<file path="src/rtl/sema_pkg.sv">
package sema_pkg;

    // Owner code seen by downstream monitors
    typedef enum logic [1:0] {
        OWN_NONE = 2'b00,
        OWN_SW   = 2'b01,
        OWN_MNG  = 2'b10,
        OWN_HW   = 2'b11
    } owner_code_e;

    // States of the ordinary-reset-domain ownership controller
    typedef enum logic [1:0] {
        ST_FREE    = 2'b00,
        ST_SW_HELD = 2'b01,
        ST_HW_HELD = 2'b10
    } core_state_e;

    // One agent's write port
    typedef struct packed {
        logic en;
        logic data;
    } agent_wr_t;

endpackage

</file>
<file path="src/rtl/sema_grant_logic.sv">
module sema_grant_logic
    import sema_pkg::*;
(
    input  logic      mng_q,
    input  logic      sw_q,
    input  logic      hw_q,
    input  agent_wr_t mng_wr,
    input  agent_wr_t sw_wr,
    input  agent_wr_t hw_wr,
    output logic      mng_set,
    output logic      mng_clr,
    output logic      sw_set,
    output logic      sw_clr,
    output logic      hw_set,
    output logic      hw_clr
);

    logic all_free;
    logic mng_req;
    logic sw_req;
    logic hw_req;

    always_comb begin
        all_free = !mng_q && !sw_q && !hw_q;
        mng_req  = mng_wr.en && mng_wr.data;
        sw_req   = sw_wr.en  && sw_wr.data;
        hw_req   = hw_wr.en  && hw_wr.data;

        // Grants only out of the free condition, fixed priority mng > sw > hw
        mng_set  = all_free && mng_req;
        sw_set   = all_free && sw_req && !mng_req;
        hw_set   = all_free && hw_req && !mng_req && !sw_req;

        // Release only by the owner writing 0
        mng_clr  = mng_q && mng_wr.en && !mng_wr.data;
        sw_clr   = sw_q  && sw_wr.en  && !sw_wr.data;
        hw_clr   = hw_q  && hw_wr.en  && !hw_wr.data;
    end

endmodule

</file>
<file path="src/rtl/sema_mng_bit.sv">
module sema_mng_bit (
    input  logic clk,
    input  logic pwrgood_rst_n,
    input  logic set_i,
    input  logic clr_i,
    output logic q_o
);

    logic held_q;

    always_ff @(posedge clk or negedge pwrgood_rst_n) begin
        if (!pwrgood_rst_n) begin
            held_q <= 1'b0;
        end else if (set_i) begin
            held_q <= 1'b1;
        end else if (clr_i) begin
            held_q <= 1'b0;
        end
    end

    assign q_o = held_q;

endmodule

</file>
<file path="src/rtl/sema_core_fsm.sv">
module sema_core_fsm
    import sema_pkg::*;
(
    input  logic clk,
    input  logic rst_n,
    input  logic sw_set,
    input  logic sw_clr,
    input  logic hw_set,
    input  logic hw_clr,
    output logic sw_q,
    output logic hw_q
);

    core_state_e state_q;
    core_state_e state_d;

    // Transition logic
    always_comb begin
        state_d = state_q;
        unique case (state_q)
            ST_FREE: begin
                if (sw_set) begin
                    state_d = ST_SW_HELD;
                end else if (hw_set) begin
                    state_d = ST_HW_HELD;
                end
            end
            ST_SW_HELD: begin
                if (sw_clr) begin
                    state_d = ST_FREE;
                end
            end
            ST_HW_HELD: begin
                if (hw_clr) begin
                    state_d = ST_FREE;
                end
            end
            default: state_d = ST_FREE;
        endcase
    end

    // State register
    always_ff @(posedge clk or negedge rst_n) begin
        if (!rst_n) begin
            state_q <= ST_FREE;
        end else begin
            state_q <= state_d;
        end
    end

    // Outputs
    always_comb begin
        sw_q = 1'b0;
        hw_q = 1'b0;
        unique case (state_q)
            ST_FREE:    ;
            ST_SW_HELD: sw_q = 1'b1;
            ST_HW_HELD: hw_q = 1'b1;
            default:    ;
        endcase
    end

endmodule

</file>
<file path="src/rtl/sema_owner_reg.sv">
module sema_owner_reg
    import sema_pkg::*;
(
    input  logic       clk,
    input  logic       rst_n,
    input  logic       pwrgood_rst_n,
    input  logic       sw_wr_en,
    input  logic       sw_wr_data,
    output logic       sw_rd_data,
    input  logic       mng_wr_en,
    input  logic       mng_wr_data,
    output logic       mng_rd_data,
    input  logic       hw_wr_en,
    input  logic       hw_wr_data,
    output logic       hw_rd_data,
    output logic [1:0] owner_code
);

    agent_wr_t   sw_wr;
    agent_wr_t   mng_wr;
    agent_wr_t   hw_wr;
    logic        mng_q;
    logic        sw_q;
    logic        hw_q;
    logic        mng_set;
    logic        mng_clr;
    logic        sw_set;
    logic        sw_clr;
    logic        hw_set;
    logic        hw_clr;
    owner_code_e code;

    assign sw_wr  = '{en: sw_wr_en,  data: sw_wr_data};
    assign mng_wr = '{en: mng_wr_en, data: mng_wr_data};
    assign hw_wr  = '{en: hw_wr_en,  data: hw_wr_data};

    sema_grant_logic u_grant (
        .mng_q   (mng_q),
        .sw_q    (sw_q),
        .hw_q    (hw_q),
        .mng_wr  (mng_wr),
        .sw_wr   (sw_wr),
        .hw_wr   (hw_wr),
        .mng_set (mng_set),
        .mng_clr (mng_clr),
        .sw_set  (sw_set),
        .sw_clr  (sw_clr),
        .hw_set  (hw_set),
        .hw_clr  (hw_clr)
    );

    // Manageability bit: power-good domain only
    sema_mng_bit u_mng (
        .clk           (clk),
        .pwrgood_rst_n (pwrgood_rst_n),
        .set_i         (mng_set),
        .clr_i         (mng_clr),
        .q_o           (mng_q)
    );

    // Software / hardware bits: ordinary reset domain
    sema_core_fsm u_core (
        .clk    (clk),
        .rst_n  (rst_n),
        .sw_set (sw_set),
        .sw_clr (sw_clr),
        .hw_set (hw_set),
        .hw_clr (hw_clr),
        .sw_q   (sw_q),
        .hw_q   (hw_q)
    );

    always_comb begin
        unique case ({mng_q, sw_q, hw_q})
            3'b100:  code = OWN_MNG;
            3'b010:  code = OWN_SW;
            3'b001:  code = OWN_HW;
            default: code = OWN_NONE;
        endcase
    end

    assign sw_rd_data  = sw_q;
    assign mng_rd_data = mng_q;
    assign hw_rd_data  = hw_q;
    assign owner_code  = code;

endmodule

</file>
<file path="config.mk">
export PLATFORM = sky130hd
export DESIGN_NAME = sema_owner_reg
export DESIGN_NICKNAME = d
export VERILOG_FILES = /design/src/rtl/sema_pkg.sv /design/src/rtl/sema_grant_logic.sv /design/src/rtl/sema_mng_bit.sv /design/src/rtl/sema_core_fsm.sv /design/src/rtl/sema_owner_reg.sv
export SDC_FILE = /design/constraint.sdc
export NUM_CORES = 1
export LEC_CHECK = 0
export BUFFER_PORTS_ARGS = -buffer_cell sky130_fd_sc_hd__buf_2
export CORE_AREA = 2 2 39 41
export CTS_CLUSTER_SIZE = 16
export DETAILED_ROUTE_END_ITERATION = 8
export DIE_AREA = 0 0 41 43
export HOLD_SLACK_MARGIN = 0.1
export SLEW_MARGIN = 10
export SYNTH_ARGS = -nofsm -noshare
export SYNTH_HDL_FRONTEND = slang
export SYNTH_SLANG_ARGS = --single-unit
</file>
<file path="constraint.sdc">
create_clock -name clk -period 1.95 [get_ports clk]
set_input_delay 0 -clock clk [delete_from_list [all_inputs] [get_ports clk]]
set_output_delay 0 -clock clk [all_outputs]
set_load 0.03 [all_outputs]
</file>
==> flow_metrics.env <==
export IMPL_syn_inst=29
export IMPL_fmax_ghz=0.560
export IMPL_numCtsBuffers=3
export IMPL_grt_pass1_vias=279
export IMPL_cts_setup_buffers=0
export IMPL_synth_most_common_cell="inv_1"
export IMPL_die_area_um2=1760
export IMPL_muxShareOfSynthArea_pct=3.62
export IMPL_fin_crit_ns=1.79
export IMPL_syn2layout_area_growth_pct=69.2
export IMPL_max_slew_worst_pin_slew_ns=0.306
export IMPL_ios=14
export IMPL_synth_nets=42
export IMPL_power_frac_comb_pct=58.2
export IMPL_power_frac_clock_pct=21.3
export IMPL_via_count=294
export IMPL_initial_core_util_pct=20.0
export IMPL_synth_flop_cell="dfrtp_1"
export IMPL_skew_ns=0.00103
export IMPL_nets=68
export IMPL_antenna_left=0
export IMPL_holdCritPathClass="in2reg"
export IMPL_synth_commonest_cells="5 x inv_1, 4 x ha_1, 3 x dfrtp_1, 3 x nor2_1"
export IMPL_yosysTopAreaCell="dfrtp_1"
export IMPL_ys_ff_latch=3
export IMPL_grt_max_degree=8
export IMPL_rsz0062_at_grt="false"
export IMPL_vdd_drop_max_v=0.000284
export IMPL_synth_compound_area_share_pct=29.4
export IMPL_worstSkewPairLatency_ns=0.23
export IMPL_fillers=144
export IMPL_core_area_um2=1380
export IMPL_cts_tree="yes"
export IMPL_grt_pass1_wl_um=1030
export IMPL_place_congestion=0.742
export IMPL_drive_gt1_share_pct=35.2
export IMPL_worstRegToRegCells=6
export IMPL_start_kind="flip-flop"
export IMPL_avgSynthCellArea_um2=9.54
export IMPL_avgViaCountPerCell=4.20
export IMPL_cts_sinks=3
export IMPL_die_w_um=41
export IMPL_hold_end="u_core.state_q[0]"
export IMPL_setup_violations=0
export IMPL_num_rows=14
export IMPL_synth_area_leaders="dfrtp_1 27%, ha_1 18%, a2111oi_4 10%"
export IMPL_synth_cell_types=16
export IMPL_power_internal_mw=0.279
export IMPL_critPathMaxStageDelay_ns=0.56
export IMPL_cts_root_buf="clkbuf_4"
export IMPL_hold_viol_final=0
export IMPL_fin_tns_setup_ns=0
export IMPL_maxSlewHeadroom_pct=79.6
export IMPL_syn_cell_area_um2=277
export IMPL_period_share_pct=91.6
export IMPL_r2r_end="u_mng.q_o"
export IMPL_drt_initial_drc_count=2
export IMPL_drv_slew=0
export IMPL_crit_path_frequent_cell="a21oi_1"
export IMPL_gr_total_overflow=0
export IMPL_drc_errors=0
export IMPL_critical_path_top_delay_family="buffers and inverters"
export IMPL_crit_chain="inv_1 -> ha_1 -> nor2_1 -> a21oi_1 -> a21oi_1 -> dlygate4sd3_1"
export IMPL_min_path_cells=4
export IMPL_synth_simple_gate_area_share_pct=14.9
export IMPL_worstSetupPathType="reg2reg"
export IMPL_cp_buffers_inverters=2
export IMPL_synth_xor_area_share_pct=0
export IMPL_ys_seq_area_share_pct=27.1
export IMPL_async_flop_share_pct=100
export IMPL_place_port_buffers=13
export IMPL_switching_share_pct=45.0
export IMPL_crit_path_end_kind="flip-flop"
export IMPL_antennaDiodeCount=0
export IMPL_cp_data_arrival_time_ns=1.89
export IMPL_p_per_area_nw_per_um2=1080
export IMPL_drv_cap=0
export IMPL_h_tree_depth=1
export IMPL_synth_top_area_share_pct=27.1
export IMPL_synth_top_family_by_area="compound AO/OA/AOI/OAI gates"
export IMPL_cts_buffer_depth=2
export IMPL_regToRegSetupSlack_ns=0.16
export IMPL_ys_warnings_count=0
export IMPL_drt_pass1_iter_count=4
export IMPL_antenna_found_initial=0
export IMPL_p_total_mw=0.507
export IMPL_cp_max_fo=5
export IMPL_crit_required_ns=2.06
export IMPL_p_seq_share_pct=20.5
export IMPL_routed_wl_um=634
export IMPL_reg2reg_from="u_core.state_q[1]"
export IMPL_cp_slowest_cell="dlygate4sd3_1"
export IMPL_synth_fa_ha_area_share_pct=18.1
export IMPL_p_leak_nw=0.228
export IMPL_track_usage_pct=8.43
export IMPL_routedWlPerCell_um=9.06
export IMPL_synth_edf_count=0
export IMPL_min_from="mng_wr_data"
export IMPL_dp_hpwl_um=490
export IMPL_clk_pin_slew_worst_paths_ns=0.04
export IMPL_netSwitchingPower_mw=0.228
export IMPL_outcome="finished, final reports clean"
export IMPL_fp_dieH_um=43
layout make-up:
| class | count | area [µm²] | share of cell area, % |
|---|---|---|---|
| sequential | 3 | 75.1 | 16.0 |
| timing repair buffer | 21 | 145 | 31.0 |
| clock buffer | 4 | 26.3 | 5.61 |
| multi-input combinational | 21 | 183 | 39.0 |
| tap | 16 | 20.0 | 4.28 |
| inverter | 5 | 18.8 | 4.01 |
power groups by stage:
| stage | logic, mW | registers (mW) | clock network, mW |
|---|---|---|---|
| CTS | 0.297 | 0.105 | 0.114 |
| detailed placement | 0.278 | 0.106 | 0 |
| global placement | 0.275 | 0.104 | 0 |
| finish | 0.295 | 0.104 | 0.108 |
| floorplan | 0.196 | 0.114 | 0 |
| global route | 0.327 | 0.107 | 0.119 |
per-stage QoR:
| step | hold slack (ns) | instance area, µm² | util [%] | cells | worst slack, ns |
|---|---|---|---|---|---|
| after floorplan | -0.296 | 277 | - | 29 | 0.315 |
| after global placement | -0.222 | 362 | 26.1 | 58 | 0.339 |
| after detailed placement | -0.222 | 362 | 26.1 | 58 | 0.311 |
| after CTS | 0.159 | 468 | 33.8 | 70 | 0.173 |
| after global routing | 0.186 | 468 | 33.8 | 70 | 0.0575 |
| final | 0.171 | 468 | 33.8 | 70 | 0.165 |
how the worst max path moves through the flow:
| stage | endpoint | startpoint | slack [ns] | cells past startpoint |
|---|---|---|---|---|
| after floorplan | u_core.state_q[0] | u_core.state_q[0] | 0.31 | 5 |
| after global placement | u_core.state_q[0] | u_core.state_q[0] | 0.34 | 5 |
| after detailed placement | u_core.state_q[0] | u_core.state_q[0] | 0.31 | 5 |
| after CTS | u_mng.q_o | u_core.state_q[0] | 0.17 | 6 |
| after global routing | u_mng.q_o | u_core.state_q[0] | 0.06 | 6 |
| final | u_mng.q_o | u_core.state_q[1] | 0.16 | 6 |
logic make-up after synthesis:
family | after synthesis
AOI/OAI and AO/OA | 8
adders and majority gates | 4
buffers and inverters | 5
DFF | 3
muxes | 1
and+or+nand+nor | 8
timing repair:
action                    CTS  global route
gates resized for setup     0             0
hold endpoints to repair    5             0
hold buffers                8             0
registers in the layout (all words and copies together) (netlist names):
signal          cells
u_core.state_q      2
u_mng.q_o           1
layout by cell type, fill, tap and decap left out:
master         count
nand3_1            1
dlygate4sd3_1      8
mux2i_1            1
and4_1             1
nand2_1            1
a221oi_1           1
clkbuf_4           3
a21oi_1            2
nor2_1             3
a2111oi_4          1
ha_1               4
buf_2             13
o22a_2             1
dfrtp_1            3
a22o_2             1
nand2b_1           2
inv_1              5
clkbuf_1           1
o32ai_1            1
a31oi_1            1
layer usage:
layer | GRT usage [%] | share of wire [%] | routed length [µm]
met3 | 4.71 | 8.5 | 54
met5 | 0 | 0 | 0
met1 | 10.6 | 45 | 288
met4 | 2.00 | 0 | 0
met2 | 12.2 | 46 | 291
tightest hold or removal path: stages:
cell	delay, ns
buf_2	0.11
a2111oi_4	0.08
nand3_1	0.09
o32ai_1	0.07
Power figures use the tool's default switching activity.
